[config.mk]
export PLATFORM = sky130hd
export DESIGN_NAME = rng_irq_status
export DESIGN_NICKNAME = d
export VERILOG_FILES = /design/src/rtl/rng_irq_pkg.sv /design/src/rtl/rng_fault_gate.sv /design/src/rtl/rng_status_bits.sv /design/src/rtl/rng_irq_ctrl.sv /design/src/rtl/rng_irq_status.sv
export SDC_FILE = /design/constraint.sdc
export NUM_CORES = 1
export LEC_CHECK = 0
export ABC_CLOCK_PERIOD_IN_PS = 2700
export BUFFER_PORTS_ARGS = -buffer_cell sky130_fd_sc_hd__buf_2
export CORE_MARGIN = 2
export CORE_UTILIZATION = 40
export DETAILED_ROUTE_END_ITERATION = 16
export PLACE_DENSITY = 0.83
export SETUP_SLACK_MARGIN = 0.1
export SLEW_MARGIN = 20
export SYNTH_ARGS = -nofsm -noshare
export SYNTH_HDL_FRONTEND = slang
export SYNTH_SLANG_ARGS = --single-unit
[constraint.sdc]
create_clock -name clk -period 2.7 [get_ports clk]
set_input_delay 0.405 -clock clk [delete_from_list [all_inputs] [get_ports clk]]
set_output_delay 0.405 -clock clk [all_outputs]
set_load 0.1 [all_outputs]
[src/rtl/rng_irq_pkg.sv]
package rng_irq_pkg;
    localparam int ST_W    = 4;
    localparam int DONE_B  = 0;
    localparam int DTF_B   = 1;
    localparam int CERTF_B = 3;
    localparam int NFLAG   = 3;
    localparam int ICTL_W  = 2 * NFLAG;
    localparam int ISR_W   = 2;

    typedef enum logic {
        IRQ_QUIET  = 1'b0,
        IRQ_RAISED = 1'b1
    } irq_state_e;

    // Flag index k (0 done, 1 deterministic, 2 health) to status bit position
    function automatic int flag_pos(input int k);
        return (k == 0) ? DONE_B : ((k == 1) ? DTF_B : CERTF_B);
    endfunction
endpackage

[src/rtl/rng_fault_gate.sv]
module rng_fault_gate
    import rng_irq_pkg::*;
#(
    parameter int          VER_W   = 16,
    parameter int unsigned MIN_VER = 32'h0200
) (
    input  logic             blk_in_reset,
    input  logic             src_en,
    input  logic             osc_en,
    input  logic             hlth_en,
    input  logic [VER_W-1:0] hw_version,
    input  logic [ST_W-1:0]  fault_evt,
    output logic             dtf_set,
    output logic             certf_set
);
    localparam logic [VER_W-1:0] MIN_V = VER_W'(MIN_VER);

    logic source_live;
    logic health_ok;
    logic unused_evt_bits;

    assign unused_evt_bits = ^{fault_evt[DONE_B], fault_evt[2]};

    always_comb begin
        source_live = !blk_in_reset && src_en && osc_en;
        health_ok   = source_live && ((hw_version >= MIN_V) || hlth_en);
        dtf_set     = source_live && fault_evt[DTF_B];
        certf_set   = health_ok && fault_evt[CERTF_B];
    end
endmodule

[src/rtl/rng_status_bits.sv]
module rng_status_bits
    import rng_irq_pkg::*;
(
    input  logic              clk,
    input  logic              rst_n,
    input  logic              soft_rst,
    input  logic              done_evt,
    input  logic              dtf_set,
    input  logic              certf_set,
    input  logic              ictl_we,
    input  logic [ICTL_W-1:0] ictl_wdata,
    output logic [ST_W-1:0]   status,
    output logic [NFLAG-1:0]  int_en,
    output logic              core_next,
    output logic              core_chg
);
    logic [NFLAG-1:0] flg_q, flg_d;
    logic [NFLAG-1:0] en_q, en_d;
    logic [NFLAG-1:0] set_v;
    logic [NFLAG-1:0] clr_v;

    assign set_v = {certf_set, dtf_set, done_evt};
    assign clr_v = ictl_we ? ictl_wdata[ICTL_W-1:NFLAG] : '0;

    generate
        for (genvar k = 0; k < NFLAG; k++) begin : g_flag
            always_comb begin
                if (soft_rst)
                    flg_d[k] = 1'b0;
                else if (set_v[k])
                    flg_d[k] = 1'b1;
                else if (clr_v[k])
                    flg_d[k] = 1'b0;
                else
                    flg_d[k] = flg_q[k];
            end
        end
    endgenerate

    always_comb begin
        en_d      = ictl_we ? ictl_wdata[NFLAG-1:0] : en_q;
        core_next = |(flg_d & en_d);
        core_chg  = (flg_d != flg_q) || (en_d != en_q);
    end

    always_ff @(posedge clk or negedge rst_n) begin
        if (!rst_n) begin
            flg_q <= '0;
            en_q  <= '0;
        end else begin
            flg_q <= flg_d;
            en_q  <= en_d;
        end
    end

    always_comb begin
        status = '0;
        for (int k = 0; k < NFLAG; k++)
            status[flag_pos(k)] = flg_q[k];
    end

    assign int_en = en_q;
endmodule

[src/rtl/rng_irq_ctrl.sv]
module rng_irq_ctrl
    import rng_irq_pkg::*;
(
    input  logic             clk,
    input  logic             rst_n,
    input  logic             soft_rst,
    input  logic             core_next,
    input  logic             core_chg,
    input  logic             slverr_evt,
    input  logic             isr_we,
    input  logic [ISR_W-1:0] isr_wdata,
    input  logic             ier_we,
    input  logic [ISR_W-1:0] ier_wdata,
    input  logic             idr_we,
    input  logic [ISR_W-1:0] idr_wdata,
    output logic [ISR_W-1:0] isr,
    output logic [ISR_W-1:0] imr,
    output logic             irq
);
    logic [ISR_W-1:0] isr_q, isr_d;
    logic [ISR_W-1:0] imr_q, imr_d;
    logic [ISR_W-1:0] w1c;
    logic             pend_d;
    irq_state_e       st_q, st_d;

    assign w1c = isr_we ? isr_wdata : '0;

    always_comb begin
        if (soft_rst)
            isr_d[0] = 1'b0;
        else if (core_chg)
            isr_d[0] = core_next;
        else if (w1c[0])
            isr_d[0] = 1'b0;
        else
            isr_d[0] = isr_q[0];

        if (slverr_evt)
            isr_d[1] = 1'b1;
        else if (w1c[1])
            isr_d[1] = 1'b0;
        else
            isr_d[1] = isr_q[1];

        imr_d  = (imr_q & ~(ier_we ? ier_wdata : '0)) | (idr_we ? idr_wdata : '0);
        pend_d = |(isr_d & ~imr_d);
    end

    always_comb begin
        st_d = st_q;
        unique case (st_q)
            IRQ_QUIET:  if (pend_d)  st_d = IRQ_RAISED;
            IRQ_RAISED: if (!pend_d) st_d = IRQ_QUIET;
        endcase
    end

    always_ff @(posedge clk or negedge rst_n) begin
        if (!rst_n) begin
            isr_q <= '0;
            imr_q <= '1;
            st_q  <= IRQ_QUIET;
        end else begin
            isr_q <= isr_d;
            imr_q <= imr_d;
            st_q  <= st_d;
        end
    end

    always_comb begin
        irq = (st_q == IRQ_RAISED);
        isr = isr_q;
        imr = imr_q;
    end
endmodule

[src/rtl/rng_irq_status.sv]
module rng_irq_status
    import rng_irq_pkg::*;
#(
    parameter int          VER_W   = 16,
    parameter int unsigned MIN_VER = 32'h0200
) (
    input  logic              clk,
    input  logic              rst_n,
    input  logic              soft_rst,
    input  logic              done_evt,
    input  logic [ST_W-1:0]   fault_evt,
    input  logic              slverr_evt,
    input  logic              blk_in_reset,
    input  logic              src_en,
    input  logic              osc_en,
    input  logic              hlth_en,
    input  logic [VER_W-1:0]  hw_version,
    input  logic              ictl_we,
    input  logic [ICTL_W-1:0] ictl_wdata,
    input  logic              isr_we,
    input  logic [ISR_W-1:0]  isr_wdata,
    input  logic              ier_we,
    input  logic [ISR_W-1:0]  ier_wdata,
    input  logic              idr_we,
    input  logic [ISR_W-1:0]  idr_wdata,
    output logic [ST_W-1:0]   status_o,
    output logic [NFLAG-1:0]  int_en_o,
    output logic [ISR_W-1:0]  isr_o,
    output logic [ISR_W-1:0]  imr_o,
    output logic              irq_o
);
    logic dtf_set;
    logic certf_set;
    logic core_next;
    logic core_chg;

    rng_fault_gate #(.VER_W(VER_W), .MIN_VER(MIN_VER)) u_gate (
        .blk_in_reset (blk_in_reset),
        .src_en       (src_en),
        .osc_en       (osc_en),
        .hlth_en      (hlth_en),
        .hw_version   (hw_version),
        .fault_evt    (fault_evt),
        .dtf_set      (dtf_set),
        .certf_set    (certf_set)
    );

    rng_status_bits u_stat (
        .clk        (clk),
        .rst_n      (rst_n),
        .soft_rst   (soft_rst),
        .done_evt   (done_evt),
        .dtf_set    (dtf_set),
        .certf_set  (certf_set),
        .ictl_we    (ictl_we),
        .ictl_wdata (ictl_wdata),
        .status     (status_o),
        .int_en     (int_en_o),
        .core_next  (core_next),
        .core_chg   (core_chg)
    );

    rng_irq_ctrl u_irq (
        .clk        (clk),
        .rst_n      (rst_n),
        .soft_rst   (soft_rst),
        .core_next  (core_next),
        .core_chg   (core_chg),
        .slverr_evt (slverr_evt),
        .isr_we     (isr_we),
        .isr_wdata  (isr_wdata),
        .ier_we     (ier_we),
        .ier_wdata  (ier_wdata),
        .idr_we     (idr_we),
        .idr_wdata  (idr_wdata),
        .isr        (isr_o),
        .imr        (imr_o),
        .irq        (irq_o)
    );
endmodule

# Word-level counts from Yosys, hierarchy flattened
# Index checks and enable logic that the tools add are counted.
# classes
reduce_logical	10
muxes	20
bitwise_logic	6
magnitude_cmp	1
eq_ne	2
# ops
op	count
greater-or-equal comparator 16 x 10 -> 1 bit (second input constant)	1
2-to-1 mux 1 bit	15
2-to-1 mux 2 bit	3
2-to-1 mux 3 bit	2
inequality test 3 bit	2
logical AND 1 bit	5
bitwise AND 2 bit	2
NOT 2 bit	2
bitwise AND 3 bit	1
OR reduction 3 bit	1
logical OR 1 bit	2
bitwise OR 2 bit	1
OR reduction 2 bit	1
logical NOT 1 bit	1
# word_totals
input_bits	45
elab_cells	44
out_inout_bits	12
ff_bits	11

# Logic depth before layout (Yosys ltp)
# Gate-level depths: netlist of the first run.
# logic_depth
word_depth	14
mapped_depth	6
mapped_depth_nobuf	5

# Modules after synthesis
# Synthesis of the first run repeated with hierarchy kept, for this count alone.
# unflattened
cells_unflattened	61
hier_area_um2	629.4
# modules_own_cells
mod	cells_per_inst	instances	area_each_um2
rng_status_bits	40	1	377.9
rng_irq_ctrl	16	1	202.7
rng_fault_gate	5	1	48.8

# Least setup slack after synthesis of the first run
# Ideal clock, no wire load.
# synth_path
path_kind	reg-to-reg
from	register u_stat.en_q[2], in the netlist u_stat.int_en[2]
to	register u_irq.isr_q[0], in the netlist u_irq.isr[0]
path_stages_with_launch	6
arrival_time_ns	1.843
required_time_ns	2.579
period_less_slack_ns	1.964
setup_slack_ns	0.736
setup_ns	0.121
path_cell_list	dfrtp_1 > xor2_2 > o41ai_2 > o31a_4 > a31o_1 > a21oi_2
# synth_via
elab_chain_cells	5
word_cells_on_any_way	7
classes_between	eq/ne (1); mux (3); bitwise (1); reduce/logical (2)
# synth_rtl
item	line_no	source
from (decl)	rng_status_bits.sv:18	logic [NFLAG-1:0] en_q, en_d;
from (signal assigned)	rng_status_bits.sv:52	en_q <= en_d;
2-to-1 mux 3 bit	rng_status_bits.sv:41	en_d = ictl_we ? ictl_wdata[NFLAG-1:0] : en_q;
bitwise AND 3 bit or inequality test 3 bit (tied branches)	rng_status_bits.sv:42, rng_status_bits.sv:43	
OR reduction 3 bit or logical OR 1 bit (tied branches)	rng_status_bits.sv:42, rng_status_bits.sv:43	
2-to-1 mux 1 bit (*)	rng_irq_ctrl.sv:31	else if (core_chg)
2-to-1 mux 1 bit (*)	rng_irq_ctrl.sv:29	if (soft_rst)
named net u_irq.isr_d[0]	rng_irq_ctrl.sv:20	logic [ISR_W-1:0] isr_q, isr_d;
to (signal assigned)	rng_irq_ctrl.sv:63	isr_q <= isr_d;
to (decl)	rng_irq_ctrl.sv:20	
# Mark *: on every way through the listed nets, which the timed path passes. The rest lies on a longest branch.

# Worst setup path after layout of the first run
# layout_path
from	register u_irq.imr_q[1], in the netlist u_irq.imr[1]
to	output port imr_o[1]
# layout_rtl
item	line_no	source
from (decl)	rng_irq_ctrl.sv:21	logic [ISR_W-1:0] imr_q, imr_d;
from (signal assigned)	rng_irq_ctrl.sv:64	imr_q <= imr_d;
to (decl)	rng_irq_status.sv:29	output logic [ISR_W-1:0] imr_o,
# No word-level cell between the ends.

==> flow_summary.html, run 1 <==
<table>
<tr><th>Metric</th><th>Value</th></tr>
<tr><th colspan="2">Run status</th></tr>
<tr><td>Status</td><td>completed</td></tr>
<tr><th colspan="2">Cells and area</th></tr>
<tr><td>Fillers</td><td>142</td></tr>
<tr><td>Layout-stage area growth over the synthesis result</td><td>37.3%</td></tr>
<tr><td>Final instance area</td><td>945 um2</td></tr>
<tr><td>Fraction of layout cells with a size suffix above 1</td><td>0.532</td></tr>
<tr><td>Diodes inserted</td><td>0</td></tr>
<tr><td>Fin nets</td><td>155</td></tr>
<tr><td>Post-route insts no fill</td><td>125</td></tr>
<tr><th colspan="2">CTS</th></tr>
<tr><td>CTS H-tree depth</td><td>1</td></tr>
<tr><td>Clock insertion delay at the later pin of the skew report</td><td>0.27 ns</td></tr>
<tr><td>Buffers inserted during post-CTS setup optimization</td><td>0</td></tr>
<tr><td>Largest buffer count on any clock path</td><td>2</td></tr>
<tr><td>Register clock-pin slew on the reported worst setup and hold paths</td><td>0.07 ns</td></tr>
<tr><td>Num Clock Sinks</td><td>11</td></tr>
<tr><td>Number of buffers inserted during clock tree synthesis</td><td>3</td></tr>
<tr><td>Count of instances resized after the clock tree is built</td><td>0</td></tr>
<tr><td>Clock tree root driver cell</td><td>clkbuf_4</td></tr>
<tr><td>CTS tree</td><td>built</td></tr>
<tr><td>Quantity of hold-fixing buffers added after cts</td><td>1</td></tr>
<tr><th colspan="2">Worst setup path</th></tr>
<tr><td>Depth of the worst register-to-register path</td><td>5</td></tr>
<tr><td>Worst flop-to-flop path endpoint</td><td>u_irq.irq$_DFF_PN0_</td></tr>
<tr><td>Critical R2R Launch</td><td>u_stat.flg_q[0]$_DFF_PN0_</td></tr>
<tr><td>Critical path endpoint category</td><td>output port</td></tr>
<tr><td>Number of logic stages on the critical path including buffering</td><td>1</td></tr>
<tr><td>Delay contributed by the slowest stage of the critical path</td><td>0.54 ns</td></tr>
<tr><td>Category of the most critical setup path</td><td>reg -&gt; out</td></tr>
<tr><td>Family with the most delay on the worst path</td><td>flip-flops</td></tr>
<tr><td>Crit path DAT</td><td>1.22 ns</td></tr>
<tr><td>Worst Setup SP</td><td>u_irq.imr[1]$_DFF_PN1_</td></tr>
<tr><td>Worst path cell trace</td><td>buf_2</td></tr>
<tr><td>CP Launch Type</td><td>flip-flop</td></tr>
<tr><td>Buffers plus inverters on the worst setup path</td><td>1</td></tr>
<tr><td>Crit path max-delay cell type</td><td>dfstp_2</td></tr>
<tr><td>Worst-path maximum fanout</td><td>2</td></tr>
<tr><td>Required time at the worst-slack endpoint</td><td>2.30 ns</td></tr>
<tr><td>Critical Path Sink</td><td>imr_o[1]</td></tr>
<tr><td>Register-to-register setup slack</td><td>1.19 ns</td></tr>
<tr><th colspan="2">Logic synthesis</th></tr>
<tr><td>Cells taking the most area after synthesis</td><td>dfrtp_1 (33%), dfstp_2 (7.6%), nand2_1 (3.8%), a22o_1 (3.8%), nor4_2 (3.6%)</td></tr>
<tr><td>Number of flops mapped to enable cells by yosys</td><td>0</td></tr>
<tr><td>Area share of the largest cell type after synthesis</td><td>0.327</td></tr>
<tr><td>Proportion of register bits with asynchronous set or reset after synthesis</td><td>1.00</td></tr>
<tr><td>Top-count cell post-synth</td><td>dfrtp_1</td></tr>
<tr><td>Cell area after synthesis</td><td>688 um2</td></tr>
<tr><td>Unique cell type count in the Yosys netlist</td><td>38</td></tr>
<tr><td>Fraction of the yosys area taken by sequential cells</td><td>0.404</td></tr>
<tr><td>Largest area contributor in the netlist</td><td>dfrtp_1</td></tr>
<tr><td>Synth cell count leaders</td><td>dfrtp_1 (9), nand2_1 (7), a21oi_1 (3), a22o_1 (3)</td></tr>
<tr><td>Gate count of the mapped netlist</td><td>63</td></tr>
<tr><td>Count of state elements after synthesis</td><td>11</td></tr>
<tr><td>Net Count, Synth</td><td>108</td></tr>
<tr><td>Synth warnings</td><td>0</td></tr>
<tr><td>Average size of a mapped cell</td><td>10.9 um2</td></tr>
<tr><td>Post-synth top flop</td><td>dfrtp_1</td></tr>
<tr><th colspan="2">STA</th></tr>
<tr><td>Time the worst path needs with I/O delays and setup</td><td>1.63 ns</td></tr>
<tr><td>Worst setup skew after layout</td><td>0.00263 ns</td></tr>
<tr><td>Setup repair after global routing missed its margin</td><td>no</td></tr>
<tr><td>Count of final setup violators</td><td>0</td></tr>
<tr><td>Peak clock frequency supported by timing</td><td>614 MHz</td></tr>
<tr><td>Number of hold violations in the final report</td><td>0</td></tr>
<tr><td>Minimum hold slack</td><td>0.333 ns</td></tr>
<tr><td>Fin. max-slew vios</td><td>0</td></tr>
<tr><td>Period Utilization, post-route</td><td>0.603</td></tr>
<tr><td>TNS Setup</td><td>0 ns</td></tr>
<tr><th colspan="2">Route</th></tr>
<tr><td>Count of vias placed by the detailed router</td><td>674</td></tr>
<tr><td>Residual antenna-violating net count after detailed routing</td><td>0</td></tr>
<tr><td>Number of iterations in the first detailed-routing pass</td><td>3</td></tr>
<tr><td>Initial detailed-routing violation count</td><td>6</td></tr>
<tr><td>Via-to-Cell Ratio</td><td>5.39</td></tr>
<tr><td>Post-detailed-route wirelength per cell</td><td>12.3 um</td></tr>
<tr><td>Total wirelength of the detailed-routed design</td><td>1540 um</td></tr>
<tr><td>Number of remaining DRC errors</td><td>0</td></tr>
<tr><th colspan="2">Power and ir drop</th></tr>
<tr><td>Static power due to leakage</td><td>0.469 nW</td></tr>
<tr><td>Power per standard cell area</td><td>554 mW/mm2</td></tr>
<tr><td>VDD IR max</td><td>393 uV</td></tr>
<tr><th colspan="2">Placement</th></tr>
<tr><td>Dpl hpwl</td><td>1290 um</td></tr>
<tr><td>Cell count after placement</td><td>120</td></tr>
<tr><td>Routability congestion estimate from global placement</td><td>0.792</td></tr>
<tr><td>Cell area after placement</td><td>908 um2</td></tr>
<tr><td>Count of buffers inserted at the top-level ports</td><td>44</td></tr>
<tr><th colspan="2">Global route</th></tr>
<tr><td>Global routing usage summed across all routing layers</td><td>0.170</td></tr>
<tr><td>Number of antenna violations at the first check in global routing</td><td>0</td></tr>
<tr><td>Via count of the first global-routing pass</td><td>643</td></tr>
<tr><td>First-pass GRT wire length</td><td>2500 um</td></tr>
<tr><td>Final global-route overflow total</td><td>0</td></tr>
<tr><td>Maximum number of pins on one net before global-route repair</td><td>12</td></tr>
<tr><th colspan="2">Floorplan</th></tr>
<tr><td>Die area</td><td>0.00207 mm2</td></tr>
<tr><td>Core area</td><td>0.00156 mm2</td></tr>
<tr><td>Starting utilization of the core area</td><td>0.441</td></tr>
<tr><td>Ports placed on the boundary</td><td>57</td></tr>
<tr><td>Width of the chip</td><td>45.5 um</td></tr>
<tr><td>Site Rows</td><td>14</td></tr>
<tr><td>Y dimension of the die</td><td>45.5 um</td></tr>
<tr><th colspan="2">Worst hold path</th></tr>
<tr><td>Class of the worst hold path</td><td>in -&gt; reg</td></tr>
<tr><th colspan="2">Flow run</th></tr>
<tr><td>Number of max-capacitance violations reported</td><td>0</td></tr>
</table>
layout make-up:
| class | instances | area, um2 | area share |
|---|---|---|---|
| Tap cell | 16 | 20.0 | 0.0212 |
| Clock buffer | 4 | 26.3 | 0.0278 |
| Sequential cell | 11 | 278 | 0.294 |
| Timing Repair Buffer | 45 | 230 | 0.244 |
| Multi-Input combinational cell | 49 | 390 | 0.413 |
sequential cells by signal (all words and copies together), names as in the netlist:
| name | flops |
|---|---|
| u_irq.isr | 2 |
| u_stat.int_en | 3 |
| u_stat.flg_q | 3 |
| u_irq.imr | 2 |
| u_irq.irq | 1 |
worst min-delay path by stage:
stage          startpoint                    endpoint  slack [ns]  cells after the start
6_report       slverr_evt      u_irq.isr[1]$_DFF_PN0_        0.33                      2
5_1_grt        slverr_evt      u_irq.isr[1]$_DFF_PN0_        0.34                      2
3_5_place_dp        rst_n  u_stat.int_en[0]$_DFF_PN0_        0.29                      1
2_1_floorplan       rst_n         u_irq.irq$_DFF_PN0_        0.11                      0
4_1_cts        slverr_evt      u_irq.isr[1]$_DFF_PN0_        0.33                      2
3_3_place_gp        rst_n  u_stat.int_en[1]$_DFF_PN0_        0.28                      1
layer usage:
layer | track usage | wire length, um | part of all wire | vias up
met5 | 0 | 0 | 0 | -
met4 | 0.112 | 36 | 0.023 | 0
met3 | 0.0238 | 161 | 0.10 | 4
met2 | 0.293 | 744 | 0.48 | 38
met1 | 0.192 | 596 | 0.39 | 303
li1 | - | - | - | 329
power breakdown:
group	switching [mW]	leakage (nW)	internal, mW
clock network	0.0543	0.0150	0.0572
registers	0.0107	0.132	0.182
logic	0.163	0.322	0.0568
kinds of logic (layout without fill, tap and decap cells):
| family | Yosys count | count (layout) | share of synthesized area |
|---|---|---|---|
| AO/OA/AOI/OAI | 21 | 21 | 0.267 |
| XOR/XNOR | 3 | 3 | 0.0491 |
| buffers and inverters | 3 | 49 | 0.0291 |
| flip-flops | 11 | 11 | 0.404 |
| multiplexers | 3 | 3 | 0.0491 |
| other | 1 | 1 | 0.00545 |
| AND/OR/NAND/NOR | 21 | 21 | 0.196 |
layout by cell type (no fill, tap or decap), types with 2 or more instances in the layout:
master    count
a21oi_1       3
mux2_1        2
xor2_1        2
buf_2        44
a22o_1        3
nor4_2        2
a21o_1        2
dfrtp_1       9
nand2_1       7
dfstp_2       2
clkbuf_4      3
nand4b_1      2
per-stage QoR:
stage	power, mW	worst slack, ns	utilization
after global placement	0.411	1.07	0.583
after detailed placement	0.415	1.03	0.583
after global routing	0.549	1.04	0.606
final	0.523	1.07	0.606
after CTS	0.528	1.07	0.606
after floorplan	0.362	0.736	-
Note: power is estimated with default switching activity, not from simulation.
==> run 2, diff against run 1 <==
ABC_AREA = 1   (was default)
ABC_CLOCK_PERIOD_IN_PS = 1300   (was 2700)
CORE_UTILIZATION = 34   (was 40)
PLACE_DENSITY = 0.75   (was 0.83)
clock period = 1.3 ns   (was 2.7 ns; I/O delays follow)
==> run 2 against run 1 <==
  * The flow now finishes with violations (negative setup slack)
  * Flip-flop and latch count unchanged
  * Utilization about the same
  * Critical path depth increased by 2
  * Wire length increased by 18%
  * Synthesized cell count increased by 62%
  * First-iteration DRC count decreased by 17%
==> flow_summary.html, run 2 <==
<table>
<tr><th>Metric</th><th>Value</th></tr>
<tr><th colspan="2">Route</th></tr>
<tr><td>Number of remaining DRC errors</td><td>0</td></tr>
<tr><td>Number of iterations in the first detailed-routing pass</td><td>2</td></tr>
<tr><td>Initial detailed-routing violation count</td><td>5</td></tr>
<tr><td>Total wirelength of the detailed-routed design</td><td>1810 um</td></tr>
<tr><td>Residual antenna-violating net count after detailed routing</td><td>0</td></tr>
<tr><td>Via-to-Cell Ratio</td><td>4.40</td></tr>
<tr><td>Post-detailed-route wirelength per cell</td><td>9.91 um</td></tr>
<tr><td>Count of vias placed by the detailed router</td><td>806</td></tr>
<tr><th colspan="2">Worst setup path</th></tr>
<tr><td>Critical path endpoint category</td><td>output port</td></tr>
<tr><td>Buffers plus inverters on the worst setup path</td><td>3</td></tr>
<tr><td>Crit path DAT</td><td>1.16 ns</td></tr>
<tr><td>Required time at the worst-slack endpoint</td><td>1.11 ns</td></tr>
<tr><td>Worst-path maximum fanout</td><td>3</td></tr>
<tr><td>Register-to-register setup slack</td><td>-0.02 ns</td></tr>
<tr><td>Delay contributed by the slowest stage of the critical path</td><td>0.49 ns</td></tr>
<tr><td>Crit path max-delay cell type</td><td>dfrtp_4</td></tr>
<tr><td>Depth of the worst register-to-register path</td><td>11</td></tr>
<tr><td>CP Launch Type</td><td>flip-flop</td></tr>
<tr><td>Critical R2R Launch</td><td>u_stat.int_en[1]$_DFF_PN0_</td></tr>
<tr><td>Category of the most critical setup path</td><td>reg -&gt; out</td></tr>
<tr><td>Family with the most delay on the worst path</td><td>flip-flops</td></tr>
<tr><td>Worst flop-to-flop path endpoint</td><td>u_irq.irq$_DFF_PN0_</td></tr>
<tr><td>Worst path cell trace</td><td>buf_4, buf_6, buf_12</td></tr>
<tr><th colspan="2">Cells and area</th></tr>
<tr><td>Most common cell after layout, fill and taps aside</td><td>nand2_1</td></tr>
<tr><td>Layout-stage area growth over the synthesis result</td><td>69.7%</td></tr>
<tr><td>Fraction of layout cells with a size suffix above 1</td><td>0.455</td></tr>
<tr><td>Area taken by flip-flops and latches</td><td>298 um2</td></tr>
<tr><td>Diodes inserted</td><td>0</td></tr>
<tr><td>Fillers</td><td>191</td></tr>
<tr><td>Fin nets</td><td>202</td></tr>
<tr><td>Top library cells by usage in the layout, fill and taps aside</td><td>nand2_1 (38), buf_2 (33), inv_1 (14)</td></tr>
<tr><td>Post-route insts no fill</td><td>183</td></tr>
<tr><td>Multi-input logic area</td><td>329 um2</td></tr>
<tr><th colspan="2">Logic synthesis</th></tr>
<tr><td>Net Count, Synth</td><td>147</td></tr>
<tr><td>Post-synth top flop</td><td>dfrtp_1</td></tr>
<tr><td>Top-count cell post-synth</td><td>nand2_1</td></tr>
<tr><td>Fraction of the yosys area taken by sequential cells</td><td>0.401</td></tr>
<tr><td>Synth warnings</td><td>0</td></tr>
<tr><td>Gate count of the mapped netlist</td><td>102</td></tr>
<tr><td>Area share of the largest cell type after synthesis</td><td>0.325</td></tr>
<tr><td>Number of flops mapped to enable cells by yosys</td><td>0</td></tr>
<tr><td>Synth cell count leaders</td><td>nand2_1 (38), inv_1 (16), dfrtp_1 (9)</td></tr>
<tr><td>Unique cell type count in the Yosys netlist</td><td>24</td></tr>
<tr><td>Average size of a mapped cell</td><td>6.80 um2</td></tr>
<tr><td>Proportion of register bits with asynchronous set or reset after synthesis</td><td>1.00</td></tr>
<tr><td>Largest area contributor in the netlist</td><td>dfrtp_1</td></tr>
<tr><td>Cell area after synthesis</td><td>693 um2</td></tr>
<tr><td>Count of state elements after synthesis</td><td>11</td></tr>
<tr><td>Cells taking the most area after synthesis</td><td>dfrtp_1 (32%), nand2_1 (21%), inv_1 (8.7%), dfstp_2 (7.6%), nand3_1 (4.3%)</td></tr>
<tr><th colspan="2">Floorplan</th></tr>
<tr><td>Y dimension of the die</td><td>49.2 um</td></tr>
<tr><td>Core area</td><td>0.00194 mm2</td></tr>
<tr><td>Ports placed on the boundary</td><td>57</td></tr>
<tr><td>Site Rows</td><td>16</td></tr>
<tr><td>Width of the chip</td><td>49.2 um</td></tr>
<tr><td>Die area</td><td>0.00242 mm2</td></tr>
<tr><td>Starting utilization of the core area</td><td>0.357</td></tr>
<tr><th colspan="2">Placement</th></tr>
<tr><td>Count of buffers inserted at the top-level ports</td><td>44</td></tr>
<tr><td>Dpl hpwl</td><td>1450 um</td></tr>
<tr><td>Routability congestion estimate from global placement</td><td>0.727</td></tr>
<tr><td>Cell count after placement</td><td>176</td></tr>
<tr><td>Post-Place Setup Slack</td><td>-0.0812 ns</td></tr>
<tr><th colspan="2">Power and ir drop</th></tr>
<tr><td>VDD IR max</td><td>710 uV</td></tr>
<tr><td>Static power due to leakage</td><td>0.659 nW</td></tr>
<tr><td>Power per standard cell area</td><td>1040 mW/mm2</td></tr>
<tr><th colspan="2">Global route</th></tr>
<tr><td>Met3 Resource Use GR</td><td>0.0460</td></tr>
<tr><td>Global-route met1 utilization</td><td>0.170</td></tr>
<tr><td>Grt met2 use</td><td>0.327</td></tr>
<tr><td>Global routing usage summed across all routing layers</td><td>0.172</td></tr>
<tr><td>Number of antenna violations at the first check in global routing</td><td>0</td></tr>
<tr><td>Maximum number of pins on one net before global-route repair</td><td>12</td></tr>
<tr><td>Final global-route overflow total</td><td>0</td></tr>
<tr><td>First-pass GRT wire length</td><td>3230 um</td></tr>
<tr><td>Most Used Layer, Global Route</td><td>met2</td></tr>
<tr><td>Via count of the first global-routing pass</td><td>870</td></tr>
<tr><th colspan="2">Run status</th></tr>
<tr><td>Violations in the final reports</td><td>negative setup slack</td></tr>
<tr><td>Status</td><td>finished, violations left</td></tr>
<tr><th colspan="2">STA</th></tr>
<tr><td>Time the worst path needs with I/O delays and setup</td><td>1.35 ns</td></tr>
<tr><td>Setup slack of the critical path after layout</td><td>-0.0502 ns</td></tr>
<tr><td>Period Utilization, post-route</td><td>1.04</td></tr>
<tr><td>Fin. max-slew vios</td><td>0</td></tr>
<tr><td>Setup repair after global routing missed its margin</td><td>yes</td></tr>
<tr><td>Number of hold violations in the final report</td><td>0</td></tr>
<tr><td>Worst setup skew after layout</td><td>0.00481 ns</td></tr>
<tr><td>Count of final setup violators</td><td>3</td></tr>
<tr><td>Peak clock frequency supported by timing</td><td>741 MHz</td></tr>
<tr><th colspan="2">Flow run</th></tr>
<tr><td>Number of max-capacitance violations reported</td><td>0</td></tr>
<tr><th colspan="2">CTS</th></tr>
<tr><td>CTS H-tree depth</td><td>1</td></tr>
<tr><td>CTS tree</td><td>built</td></tr>
<tr><td>Number of buffers inserted during clock tree synthesis</td><td>3</td></tr>
<tr><td>Largest buffer count on any clock path</td><td>2</td></tr>
<tr><td>Num Clock Sinks</td><td>11</td></tr>
<tr><td>Clock insertion delay at the later pin of the skew report</td><td>0.27 ns</td></tr>
<tr><td>Clock tree root driver cell</td><td>clkbuf_4</td></tr>
<tr><td>Register clock-pin slew on the reported worst setup and hold paths</td><td>0.08 ns</td></tr>
<tr><th colspan="2">Worst hold path</th></tr>
<tr><td>Class of the worst hold path</td><td>in -&gt; reg</td></tr>
<tr><td>Startpoint of the worst hold path</td><td>slverr_evt</td></tr>
<tr><td>Cell depth of the worst hold path</td><td>2</td></tr>
<tr><td>Worst hold endpoint</td><td>u_irq.isr[1]$_DFF_PN0_</td></tr>
</table>
-- run 2: report_power, final --
part	internal [mW]	switching [mW]	total, mW
clock	0.119	0.123	0.241
sequential	0.386	0.0293	0.415
combinational	0.201	0.364	0.565
-- run 2: metal layers --
metal	up-vias	wire [um]
met5	-	0
met3	2	119
met4	0	10
li1	417	-
met1	358	696
met2	29	987
-- run 2: worst max path at each step --
stage | startpoint | end | slack [ns] | cells after the start
2_1_floorplan | u_stat.flg_q[0]$_DFF_PN0_ | u_irq.irq$_DFF_PN0_ | -0.13 | 9
3_3_place_gp | ictl_we | u_irq.irq$_DFF_PN0_ | -0.01 | 11
3_5_place_dp | u_stat.int_en[1]$_DFF_PN0_ | u_irq.irq$_DFF_PN0_ | -0.08 | 10
4_1_cts | u_stat.int_en[1]$_DFF_PN0_ | u_irq.irq$_DFF_PN0_ | -0.03 | 11
5_1_grt | u_stat.int_en[1]$_DFF_PN0_ | u_irq.irq$_DFF_PN0_ | -0.14 | 11
6_report | u_stat.int_en[1]$_DFF_PN0_ | int_en_o[1] | -0.05 | 3
-- run 2: layout make-up --
class                           count  share of cell area
Clock buffer                        4              0.0223
Inverter                           18              0.0574
Multi-Input combinational cell     71               0.280
Sequential cell                    11               0.253
Tap cell                           27              0.0287
Timing Repair Buffer               52               0.359
-- run 2: cell families after synthesis --
group                  after synthesis  share of synthesized area
other                                1                    0.00541
buffers and inverters               20                      0.125
AO/OA/AOI/OAI                       11                      0.101
flip-flops                          11                      0.401
AND/OR/NAND/NOR                     59                      0.368
-- run 2: worst register-to-register path, stage by stage (launching register included) --
cell     delay, ns
dfrtp_4       0.49
inv_2         0.06
nand2_1       0.05
nand2_1       0.06
nand2_1       0.05
nor2_1        0.10
nand2_1       0.07
nor2_2        0.10
nand2_1       0.07
nand2_2       0.06
nand4_1       0.09
nand2_1       0.06
-- run 2: timing repair --
| item | CTS | global route |
|---|---|---|
| setup endpoints to repair | 10 | 7 |
| pin swaps | 3 | 0 |
| buffers inserted | 1 | 1 |
| gates resized for setup | 6 | 2 |
| hold endpoints to repair | 9 | 0 |
| hold buffers | 1 | 0 |
-- run 2: metrics by stage --
step	cell area, um2	TNS (ns)	power [mW]	utilization	hold slack (ns)
2_1_floorplan	713	-0.223	0.761	-	-0.101
3_3_place_gp	1110	-0.0147	0.950	0.570	0.0754
3_5_place_dp	1110	-0.107	0.963	0.570	0.0808
4_1_cts	1160	-0.0324	1.22	0.600	0.130
5_1_grt	1180	-0.346	1.29	0.606	0.124
6_report	1180	-0.0676	1.22	0.606	0.131
